`src/rtl/evcnt_pkg.sv`:
```
package evcnt_pkg;
  localparam int TYPE_W = 32;
  localparam int EVT_W  = 16;

  // Filter bit positions within the type register
  localparam int B_EXCL1 = 31;
  localparam int B_EXCL0 = 30;
  localparam int B_NS1   = 29;
  localparam int B_NS0   = 28;
  localparam int B_HYP   = 27;
  localparam int B_MON   = 26;

  typedef struct packed {
    logic exclEl1;
    logic exclEl0;
    logic nsEl1;
    logic nsEl0;
    logic inclEl2;
    logic monEl3;
  } filtFlags_t;

  typedef struct packed {
    logic clearVal;
    logic loadVal;
    logic addEn;
    logic loadType;
  } ctrlStrobes_t;
endpackage

```
`src/rtl/evcnt_ctrl.sv`:
```
module evcnt_ctrl
  import evcnt_pkg::*;
#(
  parameter int INC_W = 8,
  parameter int SWD_W = 32,
  parameter int CNT_IDX = 3,
  parameter logic [EVT_W-1:0] SW_EVT = '0
) (
  input  logic             clk,
  input  logic             rstN,
  input  logic             countEn,
  input  logic [INC_W-1:0] incAmt,
  input  logic [1:0]       excLvl,
  input  logic             secure,
  input  logic             wrValEn,
  input  logic             zeroReq,
  input  logic             wrTypeEn,
  input  logic             swIncStrb,
  input  logic [SWD_W-1:0] swIncData,
  input  filtFlags_t       filt,
  input  logic [EVT_W-1:0] evtNum,
  output ctrlStrobes_t     st,
  output logic [INC_W-1:0] addAmt
);
  localparam logic [SWD_W-1:0] LANE_MASK = SWD_W'(1) << CNT_IDX;

  logic blocked, selSw, swHit, hit, loads, discardQ;

  always_comb begin
    unique case (excLvl)
      2'd0:    blocked = secure ? filt.exclEl0 : (filt.exclEl0 != filt.nsEl0);
      2'd1:    blocked = secure ? filt.exclEl1 : (filt.exclEl1 != filt.nsEl1);
      2'd2:    blocked = !filt.inclEl2;
      default: blocked = (filt.exclEl1 != filt.monEl3);
    endcase
  end

  assign selSw  = (evtNum == SW_EVT);
  assign swHit  = swIncStrb && ((swIncData & LANE_MASK) != '0);
  assign hit    = countEn && !blocked && (selSw ? swHit : 1'b1);
  assign loads  = zeroReq || wrValEn;
  assign addAmt = selSw ? INC_W'(1) : incAmt;

  always_ff @(posedge clk) begin
    if (!rstN)      discardQ <= 1'b1;
    else if (loads) discardQ <= 1'b1;
    else if (hit)   discardQ <= 1'b0;
  end

  always_comb begin
    st.clearVal = zeroReq;
    st.loadVal  = wrValEn && !zeroReq;
    st.addEn    = hit && !loads && !discardQ;
    st.loadType = wrTypeEn;
  end

  // a software-event add needs the lane's strobe bit
  p_sw_lane_r10: assert property (@(posedge clk) disable iff (!rstN)
    (st.addEn && selSw) |-> (swIncStrb && swIncData[CNT_IDX]));
  // the first candidate increment after a load is dropped
  p_discard_r8: assert property (@(posedge clk) disable iff (!rstN)
    loads |=> !st.addEn);
endmodule

```
`src/rtl/evcnt_dp.sv`:
```
module evcnt_dp
  import evcnt_pkg::*;
#(
  parameter int CNT_W = 64,
  parameter int INC_W = 8,
  parameter bit IS_CYCLE = 1'b0,
  parameter logic [EVT_W-1:0] RST_EVT = '0
) (
  input  logic              clk,
  input  logic              rstN,
  input  ctrlStrobes_t      st,
  input  logic [INC_W-1:0]  addAmt,
  input  logic              mode64,
  input  logic [CNT_W-1:0]  wrVal,
  input  logic [TYPE_W-1:0] wrType,
  output logic [CNT_W-1:0]  cntVal,
  output logic [TYPE_W-1:0] typeRd,
  output filtFlags_t        filt,
  output logic [EVT_W-1:0]  evtNum,
  output logic              ovfPulse
);
  localparam int LO_W = CNT_W / 2;
  localparam int HI_W = CNT_W - LO_W;
  localparam int FL_W = TYPE_W - EVT_W;

  logic [LO_W:0]      loSum;
  logic [HI_W:0]      hiSum;
  logic [CNT_W-1:0]   cntQ, cntNext;
  logic               carry;
  logic [FL_W-1:0]    filtQ;
  logic [EVT_W-1:0]   evtQ, evtNext;

  always_comb begin
    loSum = {1'b0, cntQ[LO_W-1:0]} + (LO_W+1)'(addAmt);
    hiSum = {1'b0, cntQ[CNT_W-1:LO_W]} + (HI_W+1)'(loSum[LO_W]);
    if (mode64) begin
      cntNext = {hiSum[HI_W-1:0], loSum[LO_W-1:0]};
      carry   = hiSum[HI_W];
    end else begin
      cntNext = {cntQ[CNT_W-1:LO_W], loSum[LO_W-1:0]};
      carry   = loSum[LO_W];
    end
  end

  // Cycle-counter variant keeps its event number on type writes
  assign evtNext = IS_CYCLE ? evtQ : wrType[EVT_W-1:0];

  always_ff @(posedge clk) begin
    if (!rstN) begin
      cntQ     <= '0;
      ovfPulse <= 1'b0;
      filtQ    <= '0;
      evtQ     <= RST_EVT;
    end else begin
      ovfPulse <= 1'b0;
      if (st.clearVal)     cntQ <= '0;
      else if (st.loadVal) cntQ <= wrVal;
      else if (st.addEn) begin
        cntQ     <= cntNext;
        ovfPulse <= carry;
      end
      if (st.loadType) begin
        filtQ <= wrType[TYPE_W-1:EVT_W];
        evtQ  <= evtNext;
      end
    end
  end

  assign cntVal       = cntQ;
  assign evtNum       = evtQ;
  assign typeRd       = {filtQ, evtQ};
  assign filt.exclEl1 = filtQ[B_EXCL1-EVT_W];
  assign filt.exclEl0 = filtQ[B_EXCL0-EVT_W];
  assign filt.nsEl1   = filtQ[B_NS1-EVT_W];
  assign filt.nsEl0   = filtQ[B_NS0-EVT_W];
  assign filt.inclEl2 = filtQ[B_HYP-EVT_W];
  assign filt.monEl3  = filtQ[B_MON-EVT_W];

  // a clear lands as zero next cycle
  p_clear_r9: assert property (@(posedge clk) disable iff (!rstN)
    st.clearVal |=> (cntVal == '0));
  // a load lands the written value
  p_load_r9: assert property (@(posedge clk) disable iff (!rstN)
    st.loadVal |=> (cntVal == $past(wrVal)));
  // no strobe, no change and no overflow
  p_hold_r14: assert property (@(posedge clk) disable iff (!rstN)
    !(st.addEn || st.loadVal || st.clearVal) |=> ($stable(cntVal) && !ovfPulse));
  // a 32-bit overflow wraps the low word downward and keeps the upper word
  p_wrap32_r3: assert property (@(posedge clk) disable iff (!rstN)
    (ovfPulse && !$past(mode64)) |->
      ((cntVal[LO_W-1:0] < $past(cntVal[LO_W-1:0])) &&
       (cntVal[CNT_W-1:LO_W] == $past(cntVal[CNT_W-1:LO_W]))));
endmodule

```
`src/rtl/evt_counter_slice.sv`:
```
module evt_counter_slice
  import evcnt_pkg::*;
#(
  parameter int CNT_W = 64,
  parameter int INC_W = 8,
  parameter int SWD_W = 32,
  parameter int CNT_IDX = 3,
  parameter bit IS_CYCLE = 1'b0,
  parameter logic [EVT_W-1:0] RST_EVT = '0,
  parameter logic [EVT_W-1:0] SW_EVT = '0
) (
  input  logic              clk,
  input  logic              rstN,
  input  logic              countEn,
  input  logic [INC_W-1:0]  incAmt,
  input  logic [1:0]        excLvl,
  input  logic              secure,
  input  logic              mode64,
  input  logic              wrValEn,
  input  logic [CNT_W-1:0]  wrVal,
  input  logic              zeroReq,
  input  logic              wrTypeEn,
  input  logic [TYPE_W-1:0] wrType,
  input  logic              swIncStrb,
  input  logic [SWD_W-1:0]  swIncData,
  output logic [CNT_W-1:0]  cntVal,
  output logic [CNT_W/2-1:0] cntLow,
  output logic [TYPE_W-1:0] typeRd,
  output logic              ovfPulse
);
  ctrlStrobes_t     st;
  filtFlags_t       filt;
  logic [EVT_W-1:0] evtNum;
  logic [INC_W-1:0] addAmt;

  evcnt_ctrl #(.INC_W(INC_W), .SWD_W(SWD_W), .CNT_IDX(CNT_IDX), .SW_EVT(SW_EVT)) u_ctrl (
    .clk(clk), .rstN(rstN), .countEn(countEn), .incAmt(incAmt), .excLvl(excLvl),
    .secure(secure), .wrValEn(wrValEn), .zeroReq(zeroReq), .wrTypeEn(wrTypeEn),
    .swIncStrb(swIncStrb), .swIncData(swIncData), .filt(filt), .evtNum(evtNum),
    .st(st), .addAmt(addAmt));

  evcnt_dp #(.CNT_W(CNT_W), .INC_W(INC_W), .IS_CYCLE(IS_CYCLE), .RST_EVT(RST_EVT)) u_dp (
    .clk(clk), .rstN(rstN), .st(st), .addAmt(addAmt), .mode64(mode64), .wrVal(wrVal),
    .wrType(wrType), .cntVal(cntVal), .typeRd(typeRd), .filt(filt), .evtNum(evtNum),
    .ovfPulse(ovfPulse));

  assign cntLow = cntVal[CNT_W/2-1:0];
endmodule

```
`config.mk`:
```
export PLATFORM = sky130hd
export DESIGN_NAME = evt_counter_slice
export DESIGN_NICKNAME = d
export VERILOG_FILES = /design/src/rtl/evcnt_pkg.sv /design/src/rtl/evcnt_ctrl.sv /design/src/rtl/evcnt_dp.sv /design/src/rtl/evt_counter_slice.sv
export SDC_FILE = /design/constraint.sdc
export NUM_CORES = 1
export LEC_CHECK = 0
export BUFFER_PORTS_ARGS = -buffer_cell sky130_fd_sc_hd__buf_2
export CORE_UTILIZATION = 35
export CTS_CLUSTER_DIAMETER = 60
export DETAILED_ROUTE_END_ITERATION = 8
export SYNTH_ARGS = -nofsm -noshare
export SYNTH_HDL_FRONTEND = slang
export SYNTH_SLANG_ARGS = --single-unit
```
`constraint.sdc`:
```
create_clock -name clk -period 5.1 [get_ports clk]
set_input_delay 0.51 -clock clk [delete_from_list [all_inputs] [get_ports clk]]
set_output_delay 0.51 -clock clk [all_outputs]
set_load 0.03 [all_outputs]
```
==> results.md, run 1 <==
- Synth Area in Adders: 0.0253
- Worst-path maximum fanout: 10
- Synth Area in XOR/XNOR: 0.0550
- Mapped Cells: 670
- Die area: 16900 um^2
- Initial core utilization: 0.360
- CTS tree: done
- Critical path class: register to register
- Die W: 130 um
- Area leader, netlist: dfxtp_1
- Final clock period utilization by the worst path: 0.874
- # port buffers: 244
- Vias in the first global route: 4972
- Iteration-0 DRC Markers: 231
- Synth unique cells: 63
- Worst-margin pin slew: 1.04 ns
- Most frequent cell after synthesis: dfxtp_1
- Async SR Flop Fraction: 0
- GRT Util Overall: 0.200
- Drt pass-1 iters: 6
- Slew HR: 0.304
- Tmin final: 4.46 ns
- Critical Path Sink Type: register
- Fmax: 224 MHz
- DRC errors left: 0
- Post-Route WL: 17100 um
- Pwr dens: 258 nW/um^2
- Worst skew pair latency: 0.36 ns
- Largest net degree at the start of global routing: 107
- Clock sink total: 98
- Main flop type after synthesis: dfxtp_1
- Simple-gate portion of the synthesized area: 0.248
- Leakage power: 0.00317 uW
- Hold Crit Depth: 3
- Resize count post-CTS: 0
- Worst Path Required: 5.30 ns
- Sequential element share of the synthesized area: 0.342
- RSZ-0062 raised after global routing: no
- Most instantiated cells after synthesis: 98 x dfxtp_1, 52 x o21ai_0, 48 x mux2i_1, 48 x nand2_1, 37 x a21oi_1
- Largest cells by area after synthesis: dfxtp_1 34%, mux2i_1 8.4%, o21ai_0 4.5%, xnor2_1 4.4%, buf_4 4.3%
- Final worst slack: 0.643 ns
- Hold_buf cts: 0
- Area Growth Syn to Fin: 26.1%
- CTS max path bufs: 2
- Busiest layer in global routing: met2
- TritonCTS buffer count: 9
- Routability cong.: 0.797
- Largest family of logic cells by synthesized area: simple AND/OR/NAND/NOR gates
- Final #Nets: 1022
- Die Ht: 130 um
- Seq cells post-synth: 98
- Mapped Nets: 828
- Yosys top cell area share: 0.342
- Wire per inst: 15.7 um
- Status: completed
- Htree depth: 3
- CP arrival: 4.65 ns
- R2R cell count: 19
- Root buf cell: clkbuf_16
- Max Slew Vio Count: 0
- Vias per cell: 5.06
- # Post-CTS Setup Buffers: 0
- Hold WC Path Type: input pin to register
- Hold Violations, Final: 0
- Layout cells sized above 1: 0.337
- FILL cells: 1610
- Antenna violations before repair: 3
- Setup Skew: 0.00600 ns
- Clk slew on worst S/H paths: 0.08 ns
- Total gr overflow: 0
- Place WS: 0.626 ns
- Mapped cell area: 5730 um^2
- EDFF count, synth: 0
- Mux contribution to synthesized area: 0.0838
- M1 GR Usage: 0.265
- Core area: 15900 um^2
- Avg Synthesized Cell Area: 8.56 um^2
- Warnings from Yosys: 0
- Dpl hpwl: 12300 um
- Peak supply drop: 0.188 mV
- Wire length of the first global-routing pass: 26200 um
- Startpoint types: register
- Setup_tns: 0 ns
- Row Count: 46
- Ports: 276
- Met3 GRT Util: 0.0513
- Antenna Nets Post-Route: 0
- Final hold slack: 0.349 ns
- Vias post-DR: 5506
- MaxCap Viol Count: 0
- Post-layout util: 0.454
- Setup violations, final: 0
- Met2 Usage GRT: 0.327
- Compound-cell area share of the yosys netlist: 0.164
## logic make-up after synthesis
kind of cell | count (synthesis)
simple gates | 239
compound gates | 150
xor+xnor | 36
fa+ha+maj | 11
buf+inv | 88
mux | 48
flops | 98
## per-layer routing
metal,part of all wire,vias to the layer above
li1,-,2793
met1,0.47,2531
met2,0.46,170
met3,0.060,12
met4,0.011,0
met5,0,-
## worst paths after layout
path	from	endpoint	slack (ns)
max	u_dp.evtNum[10]	u_dp.cntVal[61]	0.64
min reg2reg	u_dp.filtQ[1]	u_dp.filtQ[1]	0.52
max reg2reg	u_dp.evtNum[10]	u_dp.cntVal[61]	0.64
min	wrVal[60]	u_dp.cntVal[60]	0.35
## metrics by stage
stage               instance area (um^2)  power (uW)  instances
finish                              7230        1870       1088
global route                        7230        1960       1085
CTS                                 7230        1890       1085
detailed placement                  6920        1170       1069
global placement                    6920        1170       1069
floorplan                           5730        1060        670
## power breakdown
group | internal (uW) | leakage [uW] | switching (uW)
clock network | 352 | 0.000150 | 360
registers | 795 | 0.000801 | 30.4
logic | 123 | 0.00222 | 208
## layout by cell type, fill, tap and decap left out, types with 3 or more instances in the layout
cell | Yosys | routed
nor4_4 | 4 | 4
o21ai_0 | 52 | 52
or2_2 | 3 | 3
nor4_1 | 30 | 30
inv_1 | 18 | 18
xor2_1 | 7 | 7
a221oi_1 | 3 | 3
buf_4 | 33 | 9
dfxtp_1 | 98 | 98
a31oi_1 | 16 | 16
inv_8 | 0 | 3
and3_1 | 8 | 8
nor3_2 | 2 | 3
nor3_1 | 14 | 13
clkbuf_16 | 0 | 9
o2111ai_1 | 3 | 3
nand4_1 | 12 | 12
o211ai_1 | 4 | 4
nand3_1 | 18 | 18
inv_6 | 0 | 3
nor2b_1 | 36 | 34
or4_1 | 5 | 5
a211oi_1 | 5 | 5
buf_2 | 7 | 244
or3_1 | 10 | 10
ha_1 | 10 | 10
and2_1 | 12 | 12
a21oi_1 | 37 | 37
nand2b_1 | 7 | 6
a21o_1 | 8 | 8
xnor2_1 | 29 | 29
diode_2 | 0 | 3
and4_1 | 6 | 6
nand2_1 | 48 | 48
nor2_1 | 14 | 14
mux2i_1 | 48 | 48
## sequential cells by signal, indices dropped and copies added (netlist names)
register         cells
u_dp.cntVal         64
u_dp.ovfPulse        1
u_dp.filtQ          16
u_ctrl.discardQ      1
u_dp.evtNum         16
## cell type report
type	instances	area [um^2]	area share
timing repair buffer	253	1290	0.178
inverter	18	67.6	0.00934
antenna	3	7.51	0.00104
tap	216	270	0.0374
sequential	98	1960	0.271
multi-input combinational	484	3340	0.461
clock inverter	7	76.3	0.0106
clock buffer	9	225	0.0311
## worst max-delay path: stages (launching register included)
cell	delay (ns)
dfxtp_1	0.34
nor4_1	0.38
nand4_1	0.14
buf_4	0.21
nand2b_1	0.08
ha_1	0.23
fa_1	0.25
a21o_1	0.17
a41oi_1	0.18
a21oi_1	0.28
nand2_1	0.11
nor4_1	0.20
buf_4	0.18
ha_1	0.18
nand2_1	0.10
or4_1	0.52
buf_4	0.21
nor4_4	0.27
a31o_2	0.19
a31oi_1	0.07
No activity file was read; power rests on OpenSTA's default activity.
==> run 2, diff against run 1 <==
Settings changed: CORE_ASPECT_RATIO set to 1.2.
==> run 2 against run 1 <==
Final cell count fell by 1.1%. Final area shrank 0.57%. Register-to-register slack got worse by 0.03 ns. Sequential power barely moved. Clock skew rose by 0.0018 ns. Flip-flop and latch count unchanged. First-iteration DRC count down 8.2%. Hold slack worse by 0.0041 ns. Sequential share of layout area rose by 0.16 points. Die area hardly changed. Combinational power barely moved. Wire length shrank 1.0%. Critical path type unchanged.
==> results.md, run 2 (synthesis results as in run 1) <==
- Status: completed
- Final #Nets: 1021
- CTS tree: done
- Core area: 15800 um^2
- Setup violations, final: 0
- Clock sink total: 98
- Critical Path Sink Type: register
- Startpoint types: register
- RSZ-0062 raised after global routing: no
- Die area: 16900 um^2
- Post-Route WL: 16900 um
- Resize count post-CTS: 0
- Critical path class: register to register
- Ports: 276
- Worst Path Required: 5.28 ns
- Die W: 119 um
- Max Slew Vio Count: 0
- Row Count: 50
- Area Growth Syn to Fin: 25.4%
- CP arrival: 4.68 ns
- MaxCap Viol Count: 0
- Place WS: 0.658 ns
- CP endpoint: u_dp.cntVal[61]
- Critical Path Source: u_dp.evtNum[15]
- Placed Cells: 1060
- Iteration-0 DRC Markers: 212
- TritonCTS buffer count: 9
- Hold Violations, Final: 0
- # port buffers: 244
- Root buf cell: clkbuf_16
- Dpl hpwl: 12200 um
- Die Ht: 142 um
- Worst r2r src: u_dp.evtNum[15]
- Hold WC Path Type: input pin to register
- M1 GR Usage: 0.252
- Final worst slack: 0.609 ns
- Slew HR: 0.315
- Reg2reg end: u_dp.cntVal[61]
- Ant. Diodes: 0
- Wire length of the first global-routing pass: 26700 um
- Hold_buf cts: 0
- Htree depth: 3
- Worst-margin pin slew: 1.03 ns
- Final clock period utilization by the worst path: 0.881
- Leakage power: 0.00314 uW
- Antenna violations before repair: 1
- GRT Util Overall: 0.200
- Met2 Usage GRT: 0.347
- Worst R2R Setup Slack: 0.61 ns
- Non-filler cells, final: 1076
- Tmin final: 4.49 ns
- Wire per inst: 15.7 um
- # Post-CTS Setup Buffers: 0
- Setup_tns: 0 ns
- Vias per cell: 5.12
- Total gr overflow: 0
- Leading cell type in the layout, fill and taps excluded: buf_2
- Peak supply drop: 0.137 mV
- Layout cells sized above 1: 0.336
- Antenna Nets Post-Route: 0
- Largest net degree at the start of global routing: 107
- Pwr dens: 255 nW/um^2
- Met3 GRT Util: 0.0409
- Vias post-DR: 5505
- R2R cell count: 19
- Routability cong.: 0.776
- Worst skew pair latency: 0.35 ns
- Vias in the first global route: 5136
- Setup Skew: 0.00783 ns
- Drt pass-1 iters: 4
- Clk slew on worst S/H paths: 0.08 ns
- Fmax: 223 MHz
- CTS max path bufs: 2
- Most frequent cells in the layout: 244 x buf_2, 98 x dfxtp_1, 52 x o21ai_0
- DRC errors left: 0
- Worst-path maximum fanout: 10
- Busiest layer in global routing: met2
- Max reg flops: 64
- Initial core utilization: 0.362
run 2: changes by cell type in the layout (fill, tap and decap cells not counted), sizes merged:
cell / previous run / this run
clkinv: 1 / 0
buf: 253 / 252
clkinvlp: 0 / 3
diode: 3 / 0
inv: 24 / 22
run 2: report_power, final:
group          switching (uW)  internal [uW]  leakage (uW)
clock network             339            340      0.000131
registers                29.9            795      0.000801
logic                     208            122       0.00221
total                     577           1260       0.00314
run 2: area by class of cell:
cell class              count  area (um^2)
fillers                  1647         8640
clock buffers               9          225
clock inverters             7         60.1
well taps                 208          260
repair buffers            252         1280
inverters                  18         67.6
multi-input cells         484         3340
flip-flops and latches     98         1960
run 2: worst min path at each step:
stage,startpoint,end,cells past startpoint
after CTS,wrVal[25],u_dp.cntVal[25],3
after floorplan,u_ctrl.discardQ,u_ctrl.discardQ,2
after global placement,u_dp.filtQ[1],u_dp.filtQ[1],2
final,wrVal[25],u_dp.cntVal[25],3
after detailed placement,u_dp.filtQ[3],u_dp.filtQ[3],2
after global routing,wrVal[25],u_dp.cntVal[25],3
run 2: worst max-delay path, cell delays in order (launching register included):
cell and delay (ns):
dfxtp_1 0.33, nor4_1 0.40, nand4_1 0.13, buf_4 0.21, nand2b_1 0.08, ha_1 0.21
fa_1 0.24, a21o_1 0.17, a41oi_1 0.18, a21oi_1 0.29, nand2_1 0.11, nor4_1 0.22
buf_4 0.19, ha_1 0.18, nand2_1 0.10, or4_1 0.52, buf_4 0.21, nor4_4 0.26
a31o_2 0.20, a31oi_1 0.07
run 2: per-layer routing:
metal  wire [um]  share of wire
met2        8370           0.49
met4         165         0.0097
met5           8        0.00047
met1        7640           0.45
met3         741          0.044
run 2: metrics by stage:
| step | total power (uW) | area, um^2 | hold slack (ns) | utilization |
|---|---|---|---|---|
| 2_1_floorplan | 1060 | 5730 | 0.492 | - |
| 3_3_place_gp | 1170 | 6910 | 0.497 | 0.436 |
| 3_5_place_dp | 1180 | 6910 | 0.506 | 0.436 |
| 4_1_cts | 1860 | 7190 | 0.330 | 0.454 |
| 5_1_grt | 1930 | 7190 | 0.343 | 0.454 |
| 6_report | 1840 | 7190 | 0.345 | 0.454 |
==> run 3, diff against run 2 <==
Settings changed: PLACE_DENSITY set to 0.66.
Clock period 5.1 ns to 3.7 ns, I/O delays scaled along.
==> run 3 against run 2 <==
Sequential share of layout area down 2.6 points. Final area up 12%. Critical path type unchanged. First-iteration DRC count up 19%. Largest power group unchanged. Critical path depth down 1.
==> results.md, run 3 (synthesis results as in run 1) <==
- Fmax: 273 MHz
- CP max stage cell: or4_4
- Htree depth: 3
- MaxCap Viol Count: 0
- Critical Path Source: u_dp.evtNum[2]
- Hold WC Path Type: input pin to register
- Worst-margin pin slew: 0.969 ns
- Non-filler cells, final: 1129
- Layout cells sized above 1: 0.429
- Die Ht: 142 um
- DRC errors left: 0
- Worst hold start: wrVal[17]
- Met2 WL: 9280 um
- Routability cong.: 0.808
- Ports: 276
- Wire length of the first global-routing pass: 28400 um
- Clock sink total: 98
- Core area: 15800 um^2
- Worst skew pair latency: 0.37 ns
- Die area: 16900 um^2
- Post-Route WL: 18400 um
- Ant. Diodes: 0
- Most frequent cells in the layout: 244 x buf_2, 86 x dfxtp_1, 58 x buf_4
- Vias per cell: 5.18
- Top Layer Used: met4
- Area Growth Syn to Fin: 40.1%
- Cells along the critical path: nor4_4 -> nand4_1 -> buf_6 -> and2_1 -> ha_4 -> o21a_1 -> o2111ai_1 -> a21oi_2 -> nand2_1 -> nor4_2 -> buf_4 -> ha_4 -> nand2_2 -> or4_4 -> buf_12 -> nor4_4 -> a31o_2 -> a31oi_1
- TritonCTS buffer count: 9
- Antenna violations before repair: 0
- GRT Util Overall: 0.214
- Row Count: 50
- Antenna Nets Post-Route: 0
- Worst r2r src: u_dp.evtNum[2]
- Combinational power share: 0.199
- Peak supply drop: 0.208 mV
- CP arrival: 3.89 ns
- Met3 wire length: 804 um
- Setup violations, final: 0
- Root buf cell: clkbuf_16
- Max incr delay on CP: 0.44 ns
- Drt pass-1 iters: 5
- Startpoint types: register
- Vias in the first global route: 5419
- Leakage power: 0.00350 uW
- Setup Skew: 0.0123 ns
- Pwr dens: 325 nW/um^2
- # port buffers: 244
- Clk slew on worst S/H paths: 0.08 ns
- Dpl hpwl: 13300 um
- Wire per inst: 16.3 um
- Vias post-DR: 5848
- Net Sw Frac: 0.319
- Status: completed
- Iteration-0 DRC Markers: 252
- CTS tree: done
- Hold_buf cts: 0
- Slew HR: 0.354
- Max reg flops: 64
- Final clock period utilization by the worst path: 0.991
- Clock share of power: 0.364
- Initial core utilization: 0.362
- Final Total Pwr: 2610 uW
- Tmin final: 3.67 ns
- Leading cell type in the layout, fill and taps excluded: buf_2
- Critical Path Sink Type: register
- CTS max path bufs: 2
- Sequential share of power: 0.438
- Die W: 119 um
- Worst Path Required: 3.92 ns
- Pint: 1780 uW
- Hold Violations, Final: 0
- Largest net degree at the start of global routing: 60
- Placed Cells: 1099
- Sw Pwr: 834 uW
- WL met1: 8080 um
- Max Slew Vio Count: 0
- RSZ-0062 raised after global routing: yes
- Worst-path maximum fanout: 7
- Critical path class: register to register
- Total gr overflow: 0
- Final #Nets: 1074
## run 3: cell types whose count changed in the layout (fill, tap and decap cells not counted), moves of 5 or more
cell     delta
buf_4      +50
dfxtp_1    -12
dfxtp_2     +9
ha_1        -9
ha_4        +9
nor4_1     -15
nor4_2      +5
nor4_4     +10
## run 3: worst max-delay path, delay by kind of cell (launching register included)
family | cells | cell delay (ns)
compound gates | 5 | 0.74
fa+ha+maj | 2 | 0.41
buf+inv | 3 | 0.50
flops | 1 | 0.34
simple gates | 8 | 1.52
## run 3: path summary, 6_finish.rpt
path | to | slack, ns | cells past startpoint
setup / recovery | u_dp.cntVal[61] | 0.03 | 18
hold / removal | u_dp.cntVal[17] | 0.19 | 3
setup reg to reg | u_dp.cntVal[61] | 0.03 | 18
hold reg to reg | u_dp.filtQ[7] | 0.52 | 2
## run 3: cell type report
class / count / area (um^2)
Sequential cell: 98 / 1980
Fill cell: 1522 / 7790
Timing Repair Buffer: 305 / 1700
Clock inverter: 7 / 68.8
Tap cell: 208 / 260
Clock buffer: 9 / 225
Multi-Input combinational cell: 484 / 3730
Inverter: 18 / 67.6
## run 3: metrics by stage
step	worst slack (ns)	utilization	hold slack (ns)	setup TNS (ns)	instance area, um^2
finish	0.0319	0.508	0.192	0	8040
global route	-0.181	0.508	0.210	-3.08	8040
CTS	-0.0821	0.500	0.189	-0.574	7910
detailed placement	-0.294	0.465	0.502	-5.09	7360
global placement	-0.249	0.465	0.493	-3.71	7360
floorplan	-0.110	-	0.476	-0.376	5890
## run 3: power groups by stage
| stage | clock [uW] | sequential [uW] | combinational [uW] |
|---|---|---|---|
| detailed placement | 0 | 1160 | 495 |
| floorplan | 0 | 1240 | 236 |
| CTS | 968 | 1140 | 508 |
| global placement | 0 | 1160 | 491 |
| finish | 951 | 1140 | 519 |
| global route | 1000 | 1150 | 561 |
## run 3: repair_timing
| item | CTS | global route |
|---|---|---|
| setup endpoints to repair | 29 | 29 |
| gates resized for setup | 23 | 22 |
| setup buffers | 14 | 3 |
| cloned | 1 | 0 |
| pin swaps | 17 | 17 |
## run 3: routing by layer
metal  track usage  up-vias
li1              -     2892
met1         0.265     2757
met2         0.375      178
met3        0.0313       21
met4        0.0759        0
met5             0        -
